$ cat src/rtl/alu_pkg.sv
package alu_pkg;

  localparam int ALU_WIDTH = 32;

  typedef enum logic [1:0] {
    SEL_AND  = 2'b00,
    SEL_OR   = 2'b01,
    SEL_SUM  = 2'b10,
    SEL_LESS = 2'b11
  } resultSel_e;

  typedef struct packed {
    logic       invertB;
    logic       carryIn;
    resultSel_e muxSel;
  } aluCtrl_t;

endpackage

$ cat src/rtl/aluSlice.sv
module aluSlice (
  input  logic                  a,
  input  logic                  b,
  input  logic                  invertB,
  input  logic                  carryIn,
  input  logic                  less,
  input  alu_pkg::resultSel_e   muxSel,
  output logic                  result,
  output logic                  carryOut,
  output logic                  sumBit
);
  import alu_pkg::*;

  logic bEff;

  always_comb begin
    bEff     = b ^ invertB;
    sumBit   = a ^ bEff ^ carryIn;
    carryOut = (a & bEff) | (a & carryIn) | (bEff & carryIn);
    unique case (muxSel)
      SEL_AND:  result = a & bEff;
      SEL_OR:   result = a | bEff;
      SEL_SUM:  result = sumBit;
      default:  result = less;
    endcase
  end

endmodule

$ cat src/rtl/aluControl.sv
module aluControl (
  input  logic               subtract,
  input  logic [1:0]         opSel,
  output alu_pkg::aluCtrl_t  ctrl
);
  import alu_pkg::*;

  // One line serves as both the B inversion and the carry into slice 0.
  always_comb begin
    ctrl.invertB = subtract;
    ctrl.carryIn = subtract;
    ctrl.muxSel  = resultSel_e'(opSel);
  end

endmodule

$ cat src/rtl/aluDatapath.sv
module aluDatapath #(
  parameter int WIDTH = alu_pkg::ALU_WIDTH
) (
  input  logic [WIDTH-1:0]   opA,
  input  logic [WIDTH-1:0]   opB,
  input  alu_pkg::aluCtrl_t  ctrl,
  output logic [WIDTH-1:0]   result,
  output logic               carryOut,
  output logic               overflow
);
  import alu_pkg::*;

  localparam int MSB = WIDTH - 1;

  logic [WIDTH-1:0] sumBits;

  for (genvar i = 0; i < WIDTH; i++) begin : chain
    logic cInLocal;
    logic cOutLocal;
    logic lessLocal;
    logic resLocal;
    logic sumLocal;

    if (i == 0) begin : g_first
      assign cInLocal  = ctrl.carryIn;
      assign lessLocal = chain[MSB].sumLocal;
    end else begin : g_rest
      assign cInLocal  = chain[i-1].cOutLocal;
      assign lessLocal = 1'b0;
    end

    aluSlice u_slice (
      .a        (opA[i]),
      .b        (opB[i]),
      .invertB  (ctrl.invertB),
      .carryIn  (cInLocal),
      .less     (lessLocal),
      .muxSel   (ctrl.muxSel),
      .result   (resLocal),
      .carryOut (cOutLocal),
      .sumBit   (sumLocal)
    );

    assign result[i]  = resLocal;
    assign sumBits[i] = sumLocal;
  end

  assign carryOut = chain[MSB].cOutLocal;
  assign overflow = chain[MSB].cInLocal ^ chain[MSB].cOutLocal;

  // Assertions guarding the slice chain
  logic [WIDTH-1:0] bRef;
  logic [WIDTH:0]   sumRef;

  always_comb begin
    bRef   = ctrl.invertB ? ~opB : opB;
    sumRef = {1'b0, opA} + {1'b0, bRef} + {{WIDTH{1'b0}}, ctrl.carryIn};

    if (ctrl.muxSel == SEL_AND)
      a_r1_and_result: assert (result == (opA & bRef));
    if (ctrl.muxSel == SEL_OR)
      a_r9_or_uses_eff_b: assert (result == (opA | bRef));

    a_r8_carry_follows_adder: assert (carryOut == sumRef[WIDTH]);

    if (ctrl.muxSel == SEL_SUM) begin
      a_r3_sum_result: assert (result == sumRef[MSB:0] && result == sumBits);
      a_r6_overflow_sign: assert (overflow ==
        ((opA[MSB] == bRef[MSB]) && (result[MSB] != opA[MSB])));
    end

    if (ctrl.muxSel == SEL_LESS)
      a_r5_less_bit: assert (result[MSB:1] == '0 && result[0] == sumRef[MSB]);
  end

endmodule

$ cat src/rtl/aluRipple.sv
module aluRipple (
  input  logic [31:0] opA,
  input  logic [31:0] opB,
  input  logic        subtract,
  input  logic [1:0]  opSel,
  output logic [31:0] result,
  output logic        carryOut,
  output logic        overflow,
  output logic        zero
);
  import alu_pkg::*;

  aluCtrl_t ctrl;

  aluControl u_ctrl (
    .subtract (subtract),
    .opSel    (opSel),
    .ctrl     (ctrl)
  );

  aluDatapath #(.WIDTH(ALU_WIDTH)) u_dp (
    .opA      (opA),
    .opB      (opB),
    .ctrl     (ctrl),
    .result   (result),
    .carryOut (carryOut),
    .overflow (overflow)
  );

  assign zero = ~|result;

  always_comb begin
    if (subtract && opSel == 2'b10)
      a_r7_zero_equality: assert (zero == (opA == opB));
    if (subtract && opSel == 2'b10)
      a_r4_sub_borrow: assert (carryOut == (opA >= opB));
  end

endmodule

$ cat config.mk
export PLATFORM = sky130hd
export DESIGN_NAME = aluRipple
export DESIGN_NICKNAME = d
export VERILOG_FILES = /design/src/rtl/alu_pkg.sv /design/src/rtl/aluSlice.sv /design/src/rtl/aluControl.sv /design/src/rtl/aluDatapath.sv /design/src/rtl/aluRipple.sv
export SDC_FILE = /design/constraint.sdc
export NUM_CORES = 1
export LEC_CHECK = 0
export ABC_AREA = 1
export BUFFER_PORTS_ARGS = -buffer_cell sky130_fd_sc_hd__buf_2
export CAP_MARGIN = 20
export CORE_MARGIN = 2
export CORE_UTILIZATION = 50
export DETAILED_ROUTE_END_ITERATION = 10
export GPL_TIMING_DRIVEN = 0
export PLACE_DENSITY = 0.76
export SLEW_MARGIN = 20
export SYNTH_ARGS = -nofsm -noshare
export SYNTH_HDL_FRONTEND = slang
export SYNTH_HIERARCHICAL = 1
export SYNTH_SLANG_ARGS = --single-unit
$ cat constraint.sdc
create_clock -name vclk -period 37.5
set_clock_uncertainty 0.15 [all_clocks]
set_input_delay 7.5 -clock vclk [all_inputs]
set_output_delay 7.5 -clock vclk [all_outputs]
set_load 0.03 [all_outputs]
* Yosys cells after proc, flatten, opt, wreduce, memory -nomap -nowiden
Index checks and enable logic that the tools add are counted.
Word-level totals: bits in registers 0, input bits 67, word-level logic and storage cells 326
Cells by class: eq/ne operators 2, multiplexer cells 32, bitwise operators 289, reduce and logical (&&, ||, !) cells 3
Operator list (number):
- 1-bit bitwise XOR | 97
- 1-bit bitwise AND | 96
- 1-bit OR | 96
- 1-bit case mux with 3 select lines | 32
- 32-bit OR reduction | 1
- 2-bit by 1-bit equality test with 1-bit output, second input constant | 1
- 2-bit equality test, second input constant | 1
- 2-bit zero test | 1
- 1-bit zero test | 1

* Longest topological paths before layout
Gate-level depths: netlist of run 1.
depth in word-level cells 98, depth in mapped cells 107, depth with buffers taken out 105

* Cells and area by module
The synthesis of run 1 kept the hierarchy.
Modules (own cells, without submodules):
- aluSlice | instances 32, cells each 20, area an instance 116.4 um2, seq. area each 0.0 um2
- aluDatapath | instances 1, cells each 38, area an instance 262.8 um2, seq. area each 0.0 um2
- aluRipple | instances 1, cells each 31, area an instance 116.4 um2, seq. area each 0.0 um2
- aluControl | instances 1, cells each 4, area an instance 30.0 um2, seq. area each 0.0 um2

* Worst setup path before layout of run 1
Ideal clock, no wire load.
path type input to output, start point input subtract, end point output zero, arrival 24.082 ns, data required time 29.850 ns, slack 5.768 ns, stages on the path 107, path buffers 2, cell sequence buf_4 > xnor2_1 > fa_1 > inv_1 > inv_1 > fa_1 > inv_1 > inv_1 > fa_1 > inv_1 > inv_1 > fa_1 > inv_1 > inv_1 > fa_1 > inv_1 > inv_1 > fa_1 > (+71 left out) > fa_1 > inv_1 > inv_1 > fa_1 > inv_1 > inv_1 > fa_1 > inv_1 > inv_1 > nand2_1 > nand3_1 > nand2_1 > buf_4 > nor2_1 > nand2_1 > nor2_1 > nand2_1 > nor2_1
Between the ends: cells in the longest elaborated chain, start to end 98, elaborated cells between the ends (all ways) 318, those cells by class mux (32); bitwise (284); reduce/logical (2)
RTL lines:
- start: declaration | RTL line aluRipple.sv:4 | input logic subtract,
- 1-bit bitwise XOR | RTL line aluSlice.sv:17 | bEff = b ^ invertB;
- 1-bit bitwise AND | RTL line aluSlice.sv:19 | carryOut = (a & bEff) | (a & carryIn) | (bEff & carryIn);
- 1-bit OR | RTL line aluSlice.sv:19
- 1-bit OR * | RTL line aluSlice.sv:19
- via u_dp.chain[0].cOutLocal | RTL line aluDatapath.sv:19 | logic cOutLocal;
- 1-bit bitwise AND | RTL line aluSlice.sv:19
- 1-bit OR | RTL line aluSlice.sv:19
- 1-bit OR * | RTL line aluSlice.sv:19
- via u_dp.chain[1].cOutLocal | RTL line aluDatapath.sv:19
- (+3 left out)
- via u_dp.chain[2].cOutLocal | RTL line aluDatapath.sv:19
- (+3 left out)
- via u_dp.chain[3].cOutLocal | RTL line aluDatapath.sv:19
- (+3 left out)
- via u_dp.chain[4].cOutLocal | RTL line aluDatapath.sv:19
- (+3 left out)
- via u_dp.chain[5].cOutLocal | RTL line aluDatapath.sv:19
- (+3 left out)
- via u_dp.chain[6].cOutLocal | RTL line aluDatapath.sv:19
- (+3 left out)
- via u_dp.chain[7].cOutLocal | RTL line aluDatapath.sv:19
- (+3 left out)
- via u_dp.chain[8].cOutLocal | RTL line aluDatapath.sv:19
- (+3 left out)
- via u_dp.chain[10].cInLocal | RTL line aluDatapath.sv:18 | logic cInLocal;
- (+3 left out)
- via u_dp.chain[10].cOutLocal | RTL line aluDatapath.sv:19
- (+3 left out)
- via u_dp.chain[11].cOutLocal | RTL line aluDatapath.sv:19
- (+3 left out)
- via u_dp.chain[12].cOutLocal | RTL line aluDatapath.sv:19
- (+3 left out)
- via u_dp.chain[13].cOutLocal | RTL line aluDatapath.sv:19
- (+3 left out)
- via u_dp.chain[14].cOutLocal | RTL line aluDatapath.sv:19
- (+3 left out)
- via u_dp.chain[15].cOutLocal | RTL line aluDatapath.sv:19
- (+3 left out)
- via u_dp.chain[16].cOutLocal | RTL line aluDatapath.sv:19
- (+3 left out)
- via u_dp.chain[17].cOutLocal | RTL line aluDatapath.sv:19
- (+3 left out)
- via u_dp.chain[18].cOutLocal | RTL line aluDatapath.sv:19
- (+3 left out)
- via u_dp.chain[19].cOutLocal | RTL line aluDatapath.sv:19
- (+3 left out)
- via u_dp.chain[20].cOutLocal | RTL line aluDatapath.sv:19
- (+3 left out)
- via u_dp.chain[21].cOutLocal | RTL line aluDatapath.sv:19
- (+3 left out)
- via u_dp.chain[22].cOutLocal | RTL line aluDatapath.sv:19
- (+3 left out)
- via u_dp.chain[23].cOutLocal | RTL line aluDatapath.sv:19
- (+3 left out)
- via u_dp.chain[24].cOutLocal | RTL line aluDatapath.sv:19
- (+3 left out)
- via u_dp.chain[25].cOutLocal | RTL line aluDatapath.sv:19
- (+3 left out)
- via u_dp.chain[26].cOutLocal | RTL line aluDatapath.sv:19
- (+3 left out)
- via u_dp.chain[27].cOutLocal | RTL line aluDatapath.sv:19
- (+3 left out)
- via u_dp.chain[28].cOutLocal | RTL line aluDatapath.sv:19
- (+3 left out)
- via u_dp.chain[29].cOutLocal | RTL line aluDatapath.sv:19
- (+2 left out)
- 1-bit OR * | RTL line aluSlice.sv:19
- via u_dp.chain[30].cOutLocal | RTL line aluDatapath.sv:19
- 1-bit bitwise XOR * | RTL line aluSlice.sv:18 | sumBit = a ^ bEff ^ carryIn;
- via u_dp.chain[0].lessLocal | RTL line aluDatapath.sv:20 | logic lessLocal;
- 1-bit case mux with 3 select lines * | RTL line aluSlice.sv:20 | unique case (muxSel)
- via u_dp.chain[0].resLocal | RTL line aluDatapath.sv:21 | logic resLocal;
- 32-bit OR reduction * | RTL line aluRipple.sv:30 | assign zero = ~|result;
- 1-bit zero test * | RTL line aluRipple.sv:30
- end: declaration | RTL line aluRipple.sv:9 | output logic zero
Mark *: on every way through the listed nets, which the timed path passes. The rest lies on a longest branch.

* Worst setup path after layout of run 1
Same ends and word-level chain as after synthesis.

==> results of run 1 <==
report_power, final:
part | switching, mW | internal [mW]
Sequential | 0 | 0
Clock | 0 | 0
Combinational | 0.0459 | 0.0301
Total | 0.0459 | 0.0301
worst min path at each step:
stage	from	cells past startpoint	slack, ns	to
final	opA[31]	5	15.48	carryOut
after global routing	opA[31]	5	15.54	carryOut
after CTS	opA[31]	5	15.49	carryOut
after detailed placement	opA[31]	5	15.49	carryOut
after global placement	opA[31]	5	15.45	carryOut
after floorplan	opA[31]	3	15.23	carryOut
layer usage:
layer / vias to the layer above / share of wire [%] / track usage (%)
li1: 2045 / - / -
met1: 1599 / 43 / 21.2
met2: 73 / 53 / 36.8
met4: 0 / 0.41 / 0.725
met3: 4 / 3.6 / 0.322
met5: - / 0 / 0
final cells by class:
type	instances	area, sq um	share of cell area [%]
tap	102	128	2.69
inverter	259	972	20.5
multi-input combinational	417	2890	60.7
buffer	36	270	5.69
timing repair buffer	99	495	10.4
worst max-delay path, delay by kind of cell:
family	cells	cell delay, ns
buf+inv	67	4.31
simple gates	8	0.59
xor+xnor	1	0.23
fa+ha+maj	32	12.33
stage by stage:
| stage | setup WS, ns | std cells |
|---|---|---|
| 6_report | 4.88 | 913 |
| 5_1_grt | 3.43 | 913 |
| 4_1_cts | 4.61 | 913 |
| 3_5_place_dp | 4.68 | 913 |
| 3_3_place_gp | 4.78 | 913 |
| 2_1_floorplan | 5.77 | 712 |
==> reports/results.tsv, run 1 <==
metric	value	unit
track_usage	17.8	%
crit_arrival	24.97	ns
grt_antenna_before_repair	0	
timing.fmax	30.7	MHz
nets	976	
tightest_slew	0.888	ns
dieArea	8770	sq um
nFillCells	767	
cts_resized	0	
syn_to_final_growth	18.3	%
final_cell_area	4750	sq um
period_share	87.0	%
final_cell_mix	259 x inv_1, 173 x nand2_1, 99 x buf_2	
via_count	3721	
core-area	7770	sq um
place_area	4750	sq um
crit_path_end_kind	primary output	
row_count	32	
syn_avg_cell_area	5.89	sq um
slew-limit-headroom	40.8	%
min_period	32.62	ns
holdWs	15.48	ns
powerDensity	16.0	nW/um^2
ant_nets	0	
ios	102	
crit_path_start	subtract	
final_common_cell	inv_1	
nClkBuffers	0	
initial_core_util	51.7	%
yosys_warnings	6	
crit_path_frequent_cell	inv_1	
firstDrtPassIters	5	
crit_slowest_cell	fa_1	
wirelength	7.58	mm
die_w	93.6	um
overflow	0	
grt_pass1_wl	13.3	mm
final_util	61.2	%
routed_via_density	4.08	
antennaDiodeCount	0	
crit_end	zero	
grt_pass1_vias	3376	
hold_path.class	primary input to primary output	
die-height	93.6	um
io_buffers	99	
place.gp.congestion	0.764	
max_stage_delay	0.54	ns
ir_drop	0.0102	mV
rsz0062_at_grt	false	
syn_area	4020	sq um
ff_latch_area	0	sq um
p_leak	3.20	nW
finalSetupViolations	0	
cts_hold_buf	0	
wl_per_cell	8.30	um
syn_inst	682	
crit_path_start_kind	primary input	
drv_cap	0	
path_max_fanout	32	
setup-tns-final	0	ns
status	finished, final reports clean	
drc	0	
total_power	75.9	uW
postCtsSetupBuffers	0	
drive_gt1_share	16.6	%
cp.required	29.85	ns
seq_cell_count	0	
crit_type	primary input to primary output	
grt_start_max_net_pins	97	
place_hpwl	6.20	mm
drtIter0Drc	55	
hold_viol	0	
final_max_slew_viol_count	0	
Note: power is estimated with default switching activity, not from simulation.
==> inputs of run 2 (changes only) <==
--- a/config.mk
+++ b/config.mk
@@ -9,10 +9,10 @@
 export BUFFER_PORTS_ARGS = -buffer_cell sky130_fd_sc_hd__buf_2
 export CAP_MARGIN = 20
 export CORE_MARGIN = 2
-export CORE_UTILIZATION = 50
+export CORE_UTILIZATION = 58
 export DETAILED_ROUTE_END_ITERATION = 10
 export GPL_TIMING_DRIVEN = 0
-export PLACE_DENSITY = 0.76
+export PLACE_DENSITY = 0.86
 export SLEW_MARGIN = 20
 export SYNTH_ARGS = -nofsm -noshare
 export SYNTH_HDL_FRONTEND = slang
==> run 2 against run 1 <==
  * Design area down 0.58%
  * Cell count shrank 2.4%
  * Via count rose by 2.3%
  * Die area is 13% lower
  * Critical endpoint unchanged
==> reports/results.tsv, run 2 (synthesis results as in run 1) <==
metric	value	unit	change
status	finished, final reports clean		
die_w	87.2	um	-6.8%
via_count	3808		+2.3%
seq_cell_count	0		unchanged
p_switching	46.3	uW	+1.0%
nets	976		unchanged
slew-limit-headroom	40.8	%	about the same
firstDrtPassIters	4		-1
min_period	32.67	ns	+0.0508 ns
wl_per_cell	8.51	um	+2.6%
drtIter0Drc	121		+120%
final_common_cell	inv_1		
cp.required	29.85	ns	about the same
ant_nets	0		unchanged
grt.busiest_layer	met2		
finalSetupViolations	0		unchanged
io_buffers	99		unchanged
use_met2	42.6	%	+5.8 points
ios	102		unchanged
overflow	0		unchanged
dieArea	7610	sq um	-13%
crit_slowest_cell	fa_1		
crit_type	primary input to primary output		
internal_power	30.3	uW	+0.86%
grt_pass1_wl	12.9	mm	-3.1%
drv_cap	0		unchanged
fin_cells	891		-2.4%
ff_latch_area	0	sq um	unchanged
nClkBuffers	0		unchanged
power_frac_comb	100.0	%	about the same
place.gp.congestion	0.842		+10%
powerDensity	16.2	nW/um^2	+1.5%
place_hpwl	6.32	mm	+2.0%
grt_util_met3	0.379	%	+0.057 points
hold_path.class	primary input to primary output		
die-height	87.2	um	-6.8%
final_cell_mix	259 x inv_1, 173 x nand2_1, 99 x buf_2		
crit_path_end_kind	primary output		
met1_usage	22.2	%	+0.94 points
ir_drop	0.0111	mV	+9.0%
dpl.cell_count	891		-2.4%
pwr-share-seq	0	%	unchanged
p_leak	3.20	nW	unchanged
row_count	30		-6.3%
grt_start_max_net_pins	97		unchanged
postCtsSetupBuffers	0		unchanged
wirelength	7.58	mm	+0.11%
crit_path_frequent_cell	inv_1		
final_max_slew_viol_count	0		unchanged
hold_viol	0		unchanged
period_share	87.1	%	+0.14 points
cts_hold_buf	0		unchanged
timing.fmax	30.6	MHz	-0.16%
nFillCells	628		-18%
syn_to_final_growth	17.6	%	
grt_pass1_vias	3441		+1.9%
core-area	6760	sq um	-13%
p_sw_share	60.4	%	about the same
antennaDiodeCount	0		unchanged
pwr-share-clk	0	%	unchanged
path_max_fanout	32		unchanged
max_stage_delay	0.52	ns	-0.02 ns
grt_antenna_before_repair	0		unchanged
routed_via_density	4.27		+4.9%
setup-tns-final	0	ns	unchanged
drive_gt1_share	16.6	%	unchanged
rsz0062_at_grt	false		
track_usage	20.1	%	+2.3 points
tightest_slew	0.888	ns	+0.000412 ns
initial_core_util	59.4	%	+7.7 points
drc	0		unchanged
crit_path_start_kind	primary input		
crit_arrival	25.02	ns	+0.05 ns
cts_resized	0		unchanged
run 2: power by group through the flow:
| stage | Clock, mW | Combinational (mW) | Sequential (mW) |
|---|---|---|---|
| after floorplan | 0 | 0.0588 | 0 |
| after global placement | 0 | 0.0734 | 0 |
| after detailed placement | 0 | 0.0771 | 0 |
| after CTS | 0 | 0.0772 | 0 |
| after global routing | 0 | 0.0879 | 0 |
| final | 0 | 0.0766 | 0 |
run 2: layout make-up:
type	instances	area, sq um	share of cell area, %
buffer	36	270	5.72
timing repair buffer	99	495	10.5
multi-input combinational	417	2890	61.1
tap	80	100	2.12
inverter	259	972	20.6
run 2: per-stage QoR:
step	total power, mW	area [sq um]	worst slack, ns	util [%]	hold WS (ns)
global route	0.0879	4720	3.55	69.9	15.52
finish	0.0766	4720	4.83	69.9	15.49
detailed placement	0.0771	4720	4.73	69.9	15.49
global placement	0.0734	4720	4.86	69.9	15.46
floorplan	0.0588	4130	5.77	-	15.23
CTS	0.0772	4720	4.67	69.9	15.49
run 2: critical path, delay by kind of cell:
| kind | cells | cell delay (ns) |
|---|---|---|
| fa+ha+maj | 32 | 12.41 |
| buf+inv | 67 | 4.33 |
| simple gates | 8 | 0.60 |
| xor+xnor | 1 | 0.23 |
run 2: worst paths after layout:
path / depth (start not counted) / from / end
worst max-delay path: 108 / subtract / zero
worst min-delay path: 5 / opA[31] / carryOut
run 2: per-layer routing:
metal | up-vias | wire length, um | part of all wire, %
met5 | - | 0 | 0
met4 | 0 | 103 | 1.4
li1 | 2046 | - | -
met1 | 1666 | 3110 | 41
met2 | 86 | 4070 | 54
met3 | 10 | 301 | 4.0
==> inputs of run 3 (changes only) <==
--- a/config.mk
+++ b/config.mk
@@ -8,13 +8,13 @@
 export ABC_AREA = 1
 export BUFFER_PORTS_ARGS = -buffer_cell sky130_fd_sc_hd__buf_2
 export CAP_MARGIN = 20
+export CORE_ASPECT_RATIO = 0.7
 export CORE_MARGIN = 2
-export CORE_UTILIZATION = 58
+export CORE_UTILIZATION = 55
 export DETAILED_ROUTE_END_ITERATION = 10
 export GPL_TIMING_DRIVEN = 0
-export PLACE_DENSITY = 0.86
+export PLACE_DENSITY = 0.85
 export SLEW_MARGIN = 20
 export SYNTH_ARGS = -nofsm -noshare
 export SYNTH_HDL_FRONTEND = slang
-export SYNTH_HIERARCHICAL = 1
 export SYNTH_SLANG_ARGS = --single-unit
==> constraint.sdc (replaced) <==
create_clock -name vclk -period 37.5
set_clock_uncertainty 0.15 [all_clocks]
set_input_delay 1.875 -clock vclk [all_inputs]
set_output_delay 1.875 -clock vclk [all_outputs]
set_load 0.03 [all_outputs]
==> run 3 against run 2 <==
  * Die area decreased by 15%
  * Worst hold slack got worse by 11 ns
  * Combinational power decreased by 8.2%
  * Design area decreased by 20%
  * Area after synthesis decreased by 20%
  * Total power decreased by 8.3%
  * Fmax increased by 79%
  * Via count decreased by 23%
  * Critical path depth decreased by 63
  * Critical path type unchanged
  * Largest power group unchanged
==> reports/results.tsv, run 3 <==
metric	value	unit	change
ios	102		unchanged
ys_top_cells_by_count	115 x inv_1, 101 x nand2_1, 64 x ha_1		
crit_slowest_cell	fa_1		
crit_path_frequent_cell	fa_1		
wirelength	7.62	mm	+0.42%
place_hpwl	6.52	mm	+3.2%
slew-limit-headroom	71.6	%	+31 points
io_buffers	100		+1.0%
initial_core_util	56.6	%	-2.9 points
overflow	0		unchanged
nFillCells	489		-22%
total_power	70.3	uW	-8.3%
cp.required	35.47	ns	+5.62 ns
min_period	18.22	ns	-14.44 ns
grt_start_max_net_pins	11		-89%
crit_path_end_kind	primary output		
tightest_slew	0.426	ns	-0.462 ns
nClkBuffers	0		unchanged
period_share	48.6	%	-39 points
dieArea	6470	sq um	-15%
crit_path_start_kind	primary input		
p_leak	2.34	nW	-27%
grt_pass1_wl	11.8	mm	-8.6%
cts_hold_buf	0		unchanged
crit_type	primary input to primary output		
postCtsSetupBuffers	0		unchanged
grt_antenna_before_repair	0		unchanged
syn_to_final_growth	18.5	%	
holdWs	4.20	ns	-11.29 ns
syn_avg_cell_area	6.85	sq um	+16%
syn_area	3210	sq um	-20%
ys_seq_area_share	0	%	
drive_gt1_share	26.4	%	+9.8 points
drc	0		unchanged
crit_arrival	16.20	ns	-8.82 ns
ir_drop	0.0116	mV	+4.5%
drtIter0Drc	82		-32%
antennaDiodeCount	0		unchanged
synth_area_leader_cell	ha_1		
final_util	67.1	%	-2.9 points
dpl.cell_count	643		-28%
synth.most_common_cell	inv_1		
routed_via_density	4.58		+7.2%
seq_cell_count	0		unchanged
final_cell_mix	115 x inv_1, 110 x buf_2, 101 x nand2_1		
grt_pass1_vias	2712		-21%
synth_nets	630		
final_common_cell	inv_1		
firstDrtPassIters	4		unchanged
hold_viol	0		unchanged
place_area	3800	sq um	-20%
ant_nets	0		unchanged
cts_resized	0		unchanged
yosysUniqueCellTypes	17		
yosys_warnings	0		-6
track_usage	22.9	%	+2.8 points
timing.fmax	54.9	MHz	+79%
hold_path.class	primary input to primary output		
synth_top_area_share	25.0	%	
fin_cells	643		-28%
drv_cap	0		unchanged
wl_per_cell	11.8	um	+39%
rsz0062_at_grt	false		
finalSetupViolations	0		unchanged
multi_input_area	2450	sq um	-15%
path_max_fanout	10		-69%
row_count	23		-23%
final_cell_area	3800	sq um	-20%
syn_inst	468		-31%
pre_cts_ws	19.37	ns	+14.63 ns
nets	732		-25%
die-height	67.9	um	-22%
die_w	95.3	um	+9.3%
core-area	5670	sq um	-16%
synthTopCellsByArea	ha_1 25%, fa_1 19%, inv_1 13%, nand2_1 12%, xnor2_1 8.7%		
via_count	2945		-23%
setup-tns-final	0	ns	unchanged
final_max_slew_viol_count	0		unchanged
status	finished, final reports clean		
place.gp.congestion	0.825		-2.0%
ff_latch_area	0	sq um	unchanged
fin_ws	19.28	ns	+14.44 ns
powerDensity	18.5	nW/um^2	+14%
max_stage_delay	0.45	ns	-0.07 ns
-- run 3: area by class of cell --
type                            instances  share of cell area [%]
Multi-Input combinational cell        306                    64.5
Tap cell                               75                    2.47
Buffer                                 45                    8.33
Timing Repair Buffer                  100                    13.2
Inverter                              117                    11.5
-- run 3: critical path, delay by kind of cell --
kind                       cells  cell delay (ns)
adders and majority gates     31            12.46
buffers and inverters          6             1.15
and+or+nand+nor                7             0.48
xor gates and xnor gates       1             0.25
-- run 3: kinds of logic (layout without fill, tap and decap cells) --
group	after synthesis	after routing	synth area share [%]
buffers and inverters	162	262	23.6
XOR/XNOR	32	32	8.74
AND/OR/NAND/NOR	178	178	23.2
AO/OA/AOI/OAI	1	1	0.156
adder cells (fa/ha/maj)	95	95	44.3
-- run 3: final timing paths --
check	startpoint	to	slack, ns	depth (start not counted)
worst min-delay path	opA[30]	overflow	4.20	4
worst max-delay path	subtract	zero	19.28	45
-- run 3: report_power, final --
group	switching (mW)	total [mW]	leakage [nW]	internal, mW
logic	0.0420	0.0703	2.34	0.0283
registers	0	0	0	0
clock network	0	0	0	0
-- run 3: routing by layer --
layer  global-route usage, %  wire length (um)  up-vias
met1                    28.6              3230     1355
li1                        -                 -     1489
met2                    44.7              3840       95
met4                    2.90                40        0
met3                    1.43               507        6
met5                       0                 0        -
